--- src/rtl/mmu_ctl_pkg.sv ---
package mmu_ctl_pkg;

    localparam int DATA_W   = 32;
    localparam int ASID_W   = 8;
    localparam int ASSIST_W = 4;
    localparam int CODE_W   = 11;
    localparam int RFCNT_W  = 16;
    localparam int OPTB_W   = 16;

    typedef enum logic [3:0] {
        SEL_NONE, SEL_XLAT, SEL_PTEH, SEL_PTEL, SEL_PTEA, SEL_TBASE,
        SEL_FADDR, SEL_TRAP, SEL_EXC, SEL_IRQ, SEL_RFCNT, SEL_OPTA,
        SEL_OPTB, SEL_VCPU, SEL_VCACHE, SEL_VREV
    } reg_sel_e;

    typedef enum logic [1:0] {
        SZ_BYTE = 2'd0,
        SZ_HALF = 2'd1,
        SZ_WORD = 2'd2,
        SZ_RSVD = 2'd3
    } acc_size_e;

    // Offset of each register in the bank (byte address).
    function automatic reg_sel_e sel_of_offset(input logic [7:0] off);
        case (off)
            8'h00:   return SEL_XLAT;
            8'h04:   return SEL_PTEH;
            8'h08:   return SEL_PTEL;
            8'h0C:   return SEL_PTEA;
            8'h10:   return SEL_TBASE;
            8'h14:   return SEL_FADDR;
            8'h18:   return SEL_TRAP;
            8'h1C:   return SEL_EXC;
            8'h20:   return SEL_IRQ;
            8'h24:   return SEL_RFCNT;
            8'h28:   return SEL_OPTA;
            8'h2C:   return SEL_OPTB;
            8'h30:   return SEL_VCPU;
            8'h34:   return SEL_VCACHE;
            8'h38:   return SEL_VREV;
            default: return SEL_NONE;
        endcase
    endfunction

    function automatic acc_size_e width_of(input reg_sel_e s);
        return (s == SEL_RFCNT || s == SEL_OPTB) ? SZ_HALF : SZ_WORD;
    endfunction

    function automatic logic is_read_only(input reg_sel_e s);
        return (s == SEL_VCPU || s == SEL_VCACHE || s == SEL_VREV);
    endfunction

    function automatic logic is_optional(input reg_sel_e s);
        return (s == SEL_OPTA || s == SEL_OPTB);
    endfunction

endpackage

--- src/rtl/mmu_ctl_decode.sv ---
module mmu_ctl_decode
    import mmu_ctl_pkg::*;
#(
    parameter int ADDR_W = 8
) (
    input  logic              req,
    input  logic              wr,
    input  logic [ADDR_W-1:0] addr,
    input  logic [1:0]        size,
    input  logic              opt_en,
    output reg_sel_e          sel,
    output logic              err
);
    localparam int LOW_W = (ADDR_W < 8) ? ADDR_W : 8;

    reg_sel_e raw;
    logic     bad;
    logic     high_zero;

    always_comb begin
        high_zero = 1'b1;
        for (int i = 8; i < ADDR_W; i++) begin
            if (addr[i]) high_zero = 1'b0;
        end
        raw = high_zero ? sel_of_offset(8'(addr[LOW_W-1:0])) : SEL_NONE;
        bad = 1'b0;
        if (raw == SEL_NONE)                   bad = 1'b1;
        else if (acc_size_e'(size) != width_of(raw)) bad = 1'b1;
        else if (wr && is_read_only(raw))      bad = 1'b1;
        else if (is_optional(raw) && !opt_en)  bad = 1'b1;
        err = req && bad;
        sel = (req && !bad) ? raw : SEL_NONE;
    end

endmodule

--- src/rtl/mmu_ctl_regfile.sv ---
module mmu_ctl_regfile
    import mmu_ctl_pkg::*;
#(
    parameter int          INV_BIT   = 2,
    parameter logic [31:0] VER_CPU   = 32'h0405_0A00,
    parameter logic [31:0] VER_CACHE = 32'h0080_2000,
    parameter logic [31:0] VER_REV   = 32'h0000_0310
) (
    input  logic              clk,
    input  logic              rst,
    input  reg_sel_e          sel,
    input  logic              wr,
    input  logic [DATA_W-1:0] wdata,
    output logic [DATA_W-1:0] rdata_q,
    output logic              inval_q,
    output logic              flush_q
);
    logic [DATA_W-1:0]   xlat_q, pteh_q, ptel_q, tbase_q, faddr_q, opta_q;
    logic [ASSIST_W-1:0] ptea_q;
    logic [CODE_W-1:0]   trap_q, exc_q, irq_q;
    logic [RFCNT_W-1:0]  rf_q;
    logic [OPTB_W-1:0]   optb_q;
    logic [DATA_W-1:0]   rd_n;

    logic do_wr, do_rd;
    assign do_wr = (sel != SEL_NONE) && wr;
    assign do_rd = (sel != SEL_NONE) && !wr;

    always_comb begin
        case (sel)
            SEL_XLAT:   rd_n = xlat_q;
            SEL_PTEH:   rd_n = pteh_q;
            SEL_PTEL:   rd_n = ptel_q;
            SEL_PTEA:   rd_n = DATA_W'(ptea_q);
            SEL_TBASE:  rd_n = tbase_q;
            SEL_FADDR:  rd_n = faddr_q;
            SEL_TRAP:   rd_n = DATA_W'(trap_q);
            SEL_EXC:    rd_n = DATA_W'(exc_q);
            SEL_IRQ:    rd_n = DATA_W'(irq_q);
            SEL_RFCNT:  rd_n = DATA_W'(rf_q);
            SEL_OPTA:   rd_n = opta_q;
            SEL_OPTB:   rd_n = DATA_W'(optb_q);
            SEL_VCPU:   rd_n = VER_CPU;
            SEL_VCACHE: rd_n = VER_CACHE;
            SEL_VREV:   rd_n = VER_REV;
            default:    rd_n = '0;
        endcase
    end

    always_ff @(posedge clk) begin
        if (rst) begin
            xlat_q  <= '0; pteh_q <= '0; ptel_q <= '0; tbase_q <= '0;
            faddr_q <= '0; opta_q <= '0; ptea_q <= '0; trap_q  <= '0;
            exc_q   <= '0; irq_q  <= '0; rf_q   <= '0; optb_q  <= '0;
            rdata_q <= '0; inval_q <= 1'b0; flush_q <= 1'b0;
        end else begin
            rdata_q <= do_rd ? rd_n : '0;
            inval_q <= do_wr && (sel == SEL_XLAT) && wdata[INV_BIT];
            flush_q <= do_wr && (sel == SEL_PTEH) &&
                       (wdata[ASID_W-1:0] != pteh_q[ASID_W-1:0]);
            if (do_rd && sel == SEL_RFCNT) rf_q <= rf_q + 1'b1;
            if (do_wr) begin
                case (sel)
                    SEL_XLAT: begin
                        xlat_q <= wdata;
                        xlat_q[INV_BIT] <= 1'b0;
                    end
                    SEL_PTEH:  pteh_q  <= wdata;
                    SEL_PTEL:  ptel_q  <= wdata;
                    SEL_PTEA:  ptea_q  <= wdata[ASSIST_W-1:0];
                    SEL_TBASE: tbase_q <= wdata;
                    SEL_FADDR: faddr_q <= wdata;
                    SEL_TRAP:  trap_q  <= wdata[CODE_W-1:0];
                    SEL_EXC:   exc_q   <= wdata[CODE_W-1:0];
                    SEL_IRQ:   irq_q   <= wdata[CODE_W-1:0];
                    SEL_RFCNT: rf_q    <= wdata[RFCNT_W-1:0];
                    SEL_OPTA:  opta_q  <= wdata;
                    SEL_OPTB:  optb_q  <= wdata[OPTB_W-1:0];
                    default: ;
                endcase
            end
        end
    end


    inval_clear_chk: assert property (@(posedge clk) disable iff (rst)
        inval_q |-> (xlat_q[INV_BIT] == 1'b0));


    flush_asid_chk: assert property (@(posedge clk) disable iff (rst)
        flush_q |-> (pteh_q[ASID_W-1:0] != $past(pteh_q[ASID_W-1:0])));


    rfcnt_inc_chk: assert property (@(posedge clk) disable iff (rst)
        (do_rd && sel == SEL_RFCNT) |=> (rf_q == $past(rf_q) + 16'd1));

endmodule

--- src/rtl/mmu_ctl_regs.sv ---
module mmu_ctl_regs
    import mmu_ctl_pkg::*;
#(
    parameter int          ADDR_W    = 8,
    parameter int          INV_BIT   = 2,
    parameter logic [31:0] VER_CPU   = 32'h0405_0A00,
    parameter logic [31:0] VER_CACHE = 32'h0080_2000,
    parameter logic [31:0] VER_REV   = 32'h0000_0310
) (
    input  logic              clk,
    input  logic              rst,
    input  logic              opt_en,
    input  logic              bus_req,
    input  logic              bus_wr,
    input  logic [ADDR_W-1:0] bus_addr,
    input  logic [1:0]        bus_size,
    input  logic [31:0]       bus_wdata,
    output logic              rsp_valid,
    output logic [31:0]       rsp_rdata,
    output logic              rsp_err,
    output logic              tlb_inval,
    output logic              xlat_flush
);
    reg_sel_e sel;
    logic     dec_err;

    mmu_ctl_decode #(.ADDR_W(ADDR_W)) u_decode (
        .req    (bus_req),
        .wr     (bus_wr),
        .addr   (bus_addr),
        .size   (bus_size),
        .opt_en (opt_en),
        .sel    (sel),
        .err    (dec_err)
    );

    mmu_ctl_regfile #(
        .INV_BIT   (INV_BIT),
        .VER_CPU   (VER_CPU),
        .VER_CACHE (VER_CACHE),
        .VER_REV   (VER_REV)
    ) u_regfile (
        .clk     (clk),
        .rst     (rst),
        .sel     (sel),
        .wr      (bus_wr),
        .wdata   (bus_wdata),
        .rdata_q (rsp_rdata),
        .inval_q (tlb_inval),
        .flush_q (xlat_flush)
    );

    always_ff @(posedge clk) begin
        if (rst) begin
            rsp_valid <= 1'b0;
            rsp_err   <= 1'b0;
        end else begin
            rsp_valid <= bus_req;
            rsp_err   <= dec_err;
        end
    end


    rsp_follow_chk: assert property (@(posedge clk) disable iff (rst)
        bus_req |=> rsp_valid);


    err_zero_chk: assert property (@(posedge clk) disable iff (rst)
        rsp_err |-> (rsp_rdata == '0 && !tlb_inval && !xlat_flush));


    strobe_ok_chk: assert property (@(posedge clk) disable iff (rst)
        (tlb_inval || xlat_flush) |-> (rsp_valid && !rsp_err));

endmodule

--- config.mk ---
export PLATFORM = sky130hd
export DESIGN_NAME = mmu_ctl_regs
export DESIGN_NICKNAME = d
export VERILOG_FILES = /design/src/rtl/mmu_ctl_pkg.sv /design/src/rtl/mmu_ctl_decode.sv /design/src/rtl/mmu_ctl_regfile.sv /design/src/rtl/mmu_ctl_regs.sv
export SDC_FILE = /design/constraint.sdc
export NUM_CORES = 1
export LEC_CHECK = 0
export ABC_AREA = 1
export BUFFER_PORTS_ARGS = -buffer_cell sky130_fd_sc_hd__buf_2
export CAP_MARGIN = 5
export CORE_UTILIZATION = 60
export DETAILED_ROUTE_END_ITERATION = 7
export GPL_TIMING_DRIVEN = 0
export PLACE_DENSITY = 0.82
export SYNTH_ARGS = -nofsm -noshare
export SYNTH_HDL_FRONTEND = slang
export SYNTH_SLANG_ARGS = --single-unit
--- constraint.sdc ---
create_clock -name clk -period 4.67 [get_ports clk]
set_input_delay 0.467 -clock clk [delete_from_list [all_inputs] [get_ports clk]]
set_output_delay 0.467 -clock clk [all_outputs]
set_load 0.05 [all_outputs]
==> reports/results.tsv <==
stage	metric	value	unit
clock_network	number of setup buffers added after CTS	0	
power_and_ir_drop	Logic pwr share	3.4	%
routing	routed wire length	44800	um
power_and_ir_drop	Peak VDD IR	0.000334	V
clock_network	clock-pin slew on the worst setup and hold paths	0.06	ns
timing	Max-slew headroom	35.0	%
synth	flops & latches, synth	296	
synth	most area-hungry cell type in the Yosys netlist	dfxtp_1	
layout	Fillers	1784	
timing	worst-margin pin slew	0.976	ns
global_routing	gr usage total	40.3	%
layout	post-layout net count	1903	
floorplan	Die X	148	um
setup_path	Buffers & Inverters on Critical Path	4	
routing	vias	13100	
setup_path	Critical Path AT	3.88	ns
routing	drt first-iter violations	1436	
clock_network	CTS Root Cell	clkbuf_16	
timing	RSZ-0062 raised after global routing	false	
timing	Final min period	3.41	ns
synth	synthesis warning total	0	
layout	P&R area growth vs syn	14.5	%
synth	Synth Area per Inst	7.35	sq um
layout	Multi-input gate area	5570	sq um
floorplan	Site Rows	53	
synth	synthesized net count	1791	
routing	Vias/cell	6.07	
routing	Final ANT Viol Nets	0	
power_and_ir_drop	switching part of the total	22.5	%
synth	post-synthesis cell type count	40	
global_routing	GRT overflow	0	
routing	# DRC	0	
global_routing	first-pass GRT wire length	67600	um
synth	Post-Syn Instances	1743	
clock_network	CTS sink cnt	296	
synth	Mapped Area	12800	sq um
floorplan	Die ar.	21900	sq um
synth	top_reg_cell synth	dfxtp_1	
global_routing	vias in the first global route	12000	
timing	Final Slew Violations	0	
routing	DR pass1 iterations	6	
placement	port bufs	80	
job	Max Cap Viol	0	
setup_path	Critical Path Fanout Max	10	
clock_network	Clock Tree Buf Depth	3	
synth	largest cells by area after synthesis	dfxtp_1, a21oi_1, o21ai_0	
clock_network	CTS resizes	0	
setup_path	most frequent CP cell	nand2_1	
power_and_ir_drop	Switch Pwr	0.00121	W
setup_path	CP delay by family, top	simple AND/OR/NAND/NOR gates	
run_status	status	finished, final reports clean	
floorplan	die height	148	um
timing	final cycle utilization of the critical path	73.0	%
timing	Max Fclk	293	MHz
synth	post-synthesis async set-or-reset flop share	0	%
timing	TNS Setup	0	ns
timing	final setup violation count	0	
floorplan	core area	21000	sq um
layout	proportion of layout cells with a drive suffix above 1	12.5	%
global_routing	initial antenna violation count	0	
clock_network	CTS tree	yes	
power_and_ir_drop	sequential power share	46.9	%
setup_path	CP max stage cell	clkbuf_1	
layout	number of diodes	0	
setup_path	worst path required time	5.14	ns
power_and_ir_drop	Clk pwr share	49.7	%
routing	wire per inst	20.8	um
placement	GPL Wtd Cong	1.01	
floorplan	Initial Util	61.2	%
floorplan	I/O pin count	83	
power_and_ir_drop	power density over cell area	367	nW/um^2
synth	EDFF count, synth	0	
setup_path	worst path cell trace	buf_2 -> nor2_4 -> nand2_1 -> nor3_2 -> nand3_1 -> nand2_1 -> nand2_1 -> nand2_1 -> nor2_4 -> nand2_4 -> nor2_1 -> inv_1 -> clkbuf_1 -> o21ai_0 -> nor2_1 -> nand3_1 -> nand2_1 -> inv_1	
placement	hpwl dp	31200	um
clock_network	CTS Buf Count	30	
layout	register area	5930	sq um
setup_path	crit end category	flop	
clock_network	htree depth	1	
clock_network	worst skew pair latency	0.58	ns
hold_path	Hold Path Class	input pin to flop	
setup_path	Slowest Stage Delay on Critical Path	0.73	ns
timing	Layout Skew	0.0167	ns
synth	area share of the largest cell type after synthesis	46.2	%
setup_path	critical path type	input pin to flop	
power_and_ir_drop	total power	0.00539	W
global_routing	pin count of the biggest net entering global routing	17	
power_and_ir_drop	P_int	0.00418	W
setup_path	startpoint class of the critical path	input pin	
power_and_ir_drop	LEAKAGE	6.21	nW
synth	Seq/Total Area, Yosys	46.2	%
timing	Final Hold Viols	0	
clock_network	hold buffer count at CTS	0	
[state kept, by name (all words and copies together) (netlist names), 4 cells and up, named ones only]
| register | count |
|---|---|
| u_regfile.opta_q | 32 |
| u_regfile.exc_q | 11 |
| u_regfile.rdata_q | 32 |
| u_regfile.ptea_q | 4 |
| u_regfile.tbase_q | 32 |
| u_regfile.faddr_q | 32 |
| u_regfile.trap_q | 11 |
| u_regfile.optb_q | 16 |
| u_regfile.irq_q | 11 |
| u_regfile.ptel_q | 32 |
| u_regfile.xlat_q | 31 |
| u_regfile.pteh_q | 32 |
[cell usage in the layout (no fill, tap or decap), types with 3 or more instances in the layout]
cell / netlist / layout
clkbuf_8: 0 / 6
a21oi_1: 243 / 243
nand2_2: 4 / 4
nor3_1: 13 / 13
bufinv_16: 0 / 6
xor2_1: 3 / 3
buf_2: 51 / 131
o22ai_1: 4 / 4
a22oi_1: 6 / 6
xnor2_1: 6 / 6
inv_2: 3 / 3
nand2_1: 231 / 231
o21ai_1: 31 / 31
clkbuf_1: 50 / 53
clkinv_2: 0 / 9
or2_2: 4 / 4
dfxtp_1: 296 / 296
inv_1: 199 / 199
nor2_1: 121 / 121
nor2_4: 7 / 7
nor2_8: 3 / 3
nor2_2: 6 / 6
nand2_4: 3 / 3
nand3_1: 160 / 160
a211oi_1: 39 / 39
buf_4: 10 / 10
clkbuf_16: 0 / 30
nand4_1: 10 / 10
o21ai_0: 218 / 218
[through the flow]
step	instance area, sq um	setup slack [ns]	cells	util, %	hold WS (ns)
finish	14700	1.26	2154	70.0	0.181
CTS	14700	1.40	2154	70.0	0.175
global route	14700	1.24	2154	70.0	0.191
detailed placement	13600	0.869	2098	64.7	0.435
global placement	13600	0.879	2098	64.7	0.432
floorplan	12800	2.15	1743	-	0.424
[cell type report]
type | count | share of cell area (%)
flip-flops and latches | 296 | 40.4
multi-input cells | 1127 | 38.0
clock buffers | 39 | 5.76
inverters | 204 | 5.24
plain buffers | 116 | 3.73
repair buffers | 80 | 2.73
well taps | 275 | 2.35
clock inverters | 17 | 1.79
[worst register-to-register path: stages (launching register included)]
cell	delay (ns)
dfxtp_1	0.42
nand2_1	0.07
nor2_1	0.18
nand3_1	0.12
nor2_1	0.14
nand2_1	0.11
nor3_1	0.28
nand3_1	0.16
nor2_1	0.16
nand2_1	0.08
nor2_1	0.13
nand2_1	0.08
xor2_1	0.14
o21ai_0	0.18
a21oi_1	0.07
[cell families after synthesis]
logic type | count (synthesis) | share of synthesized area [%]
xor gates and xnor gates | 9 | 0.615
DFF | 296 | 46.2
and+or+nand+nor | 568 | 20.0
buffers and inverters | 320 | 10.3
AOI/OAI and AO/OA | 549 | 22.8
adders and majority gates | 1 | 0.0976
[cell usage after synthesis, types with 3 or more instances]
cell,instances
xor2_1,3
a211oi_1,39
xnor2_1,6
nand2_2,4
inv_1,199
nand3_1,160
a21oi_1,243
or2_2,4
o22ai_1,4
buf_2,51
nand4_1,10
o21ai_1,31
nor2_4,7
inv_2,3
clkbuf_1,50
a22oi_1,6
nor3_1,13
nor2_8,3
dfxtp_1,296
nand2_4,3
buf_4,10
nor2_1,121
nand2_1,231
nor2_2,6
o21ai_0,218
[power by group through the flow]
stage               logic [W]  clock network (W)  registers (W)
floorplan           0.0000819                  0        0.00259
global route         0.000191            0.00277        0.00252
CTS                  0.000175            0.00266        0.00253
global placement     0.000172                  0        0.00258
finish               0.000183            0.00268        0.00253
detailed placement   0.000174                  0        0.00258
[routing by layer]
metal  vias up  part of all wire (%)  global-route usage, %
met5         -                     0                      0
li1       6024                     -                      -
met2       851                    45                   62.5
met3       182                    10                   6.47
met4         0                   6.6                   25.2
met1      6010                    38                   52.4
[final timing paths]
check                  startpoint                   end  slack [ns]  cells past startpoint
max                   bus_addr[0]  u_regfile.rdata_q[2]        1.26                     18
min                 bus_wdata[16]  u_regfile.opta_q[16]        0.18                      3
max reg2reg                  flop                  flop        2.20                     14
min reg2reg  u_regfile.xlat_q[25]  u_regfile.xlat_q[25]        0.44                      2
Note: power is estimated with default switching activity, not from simulation.
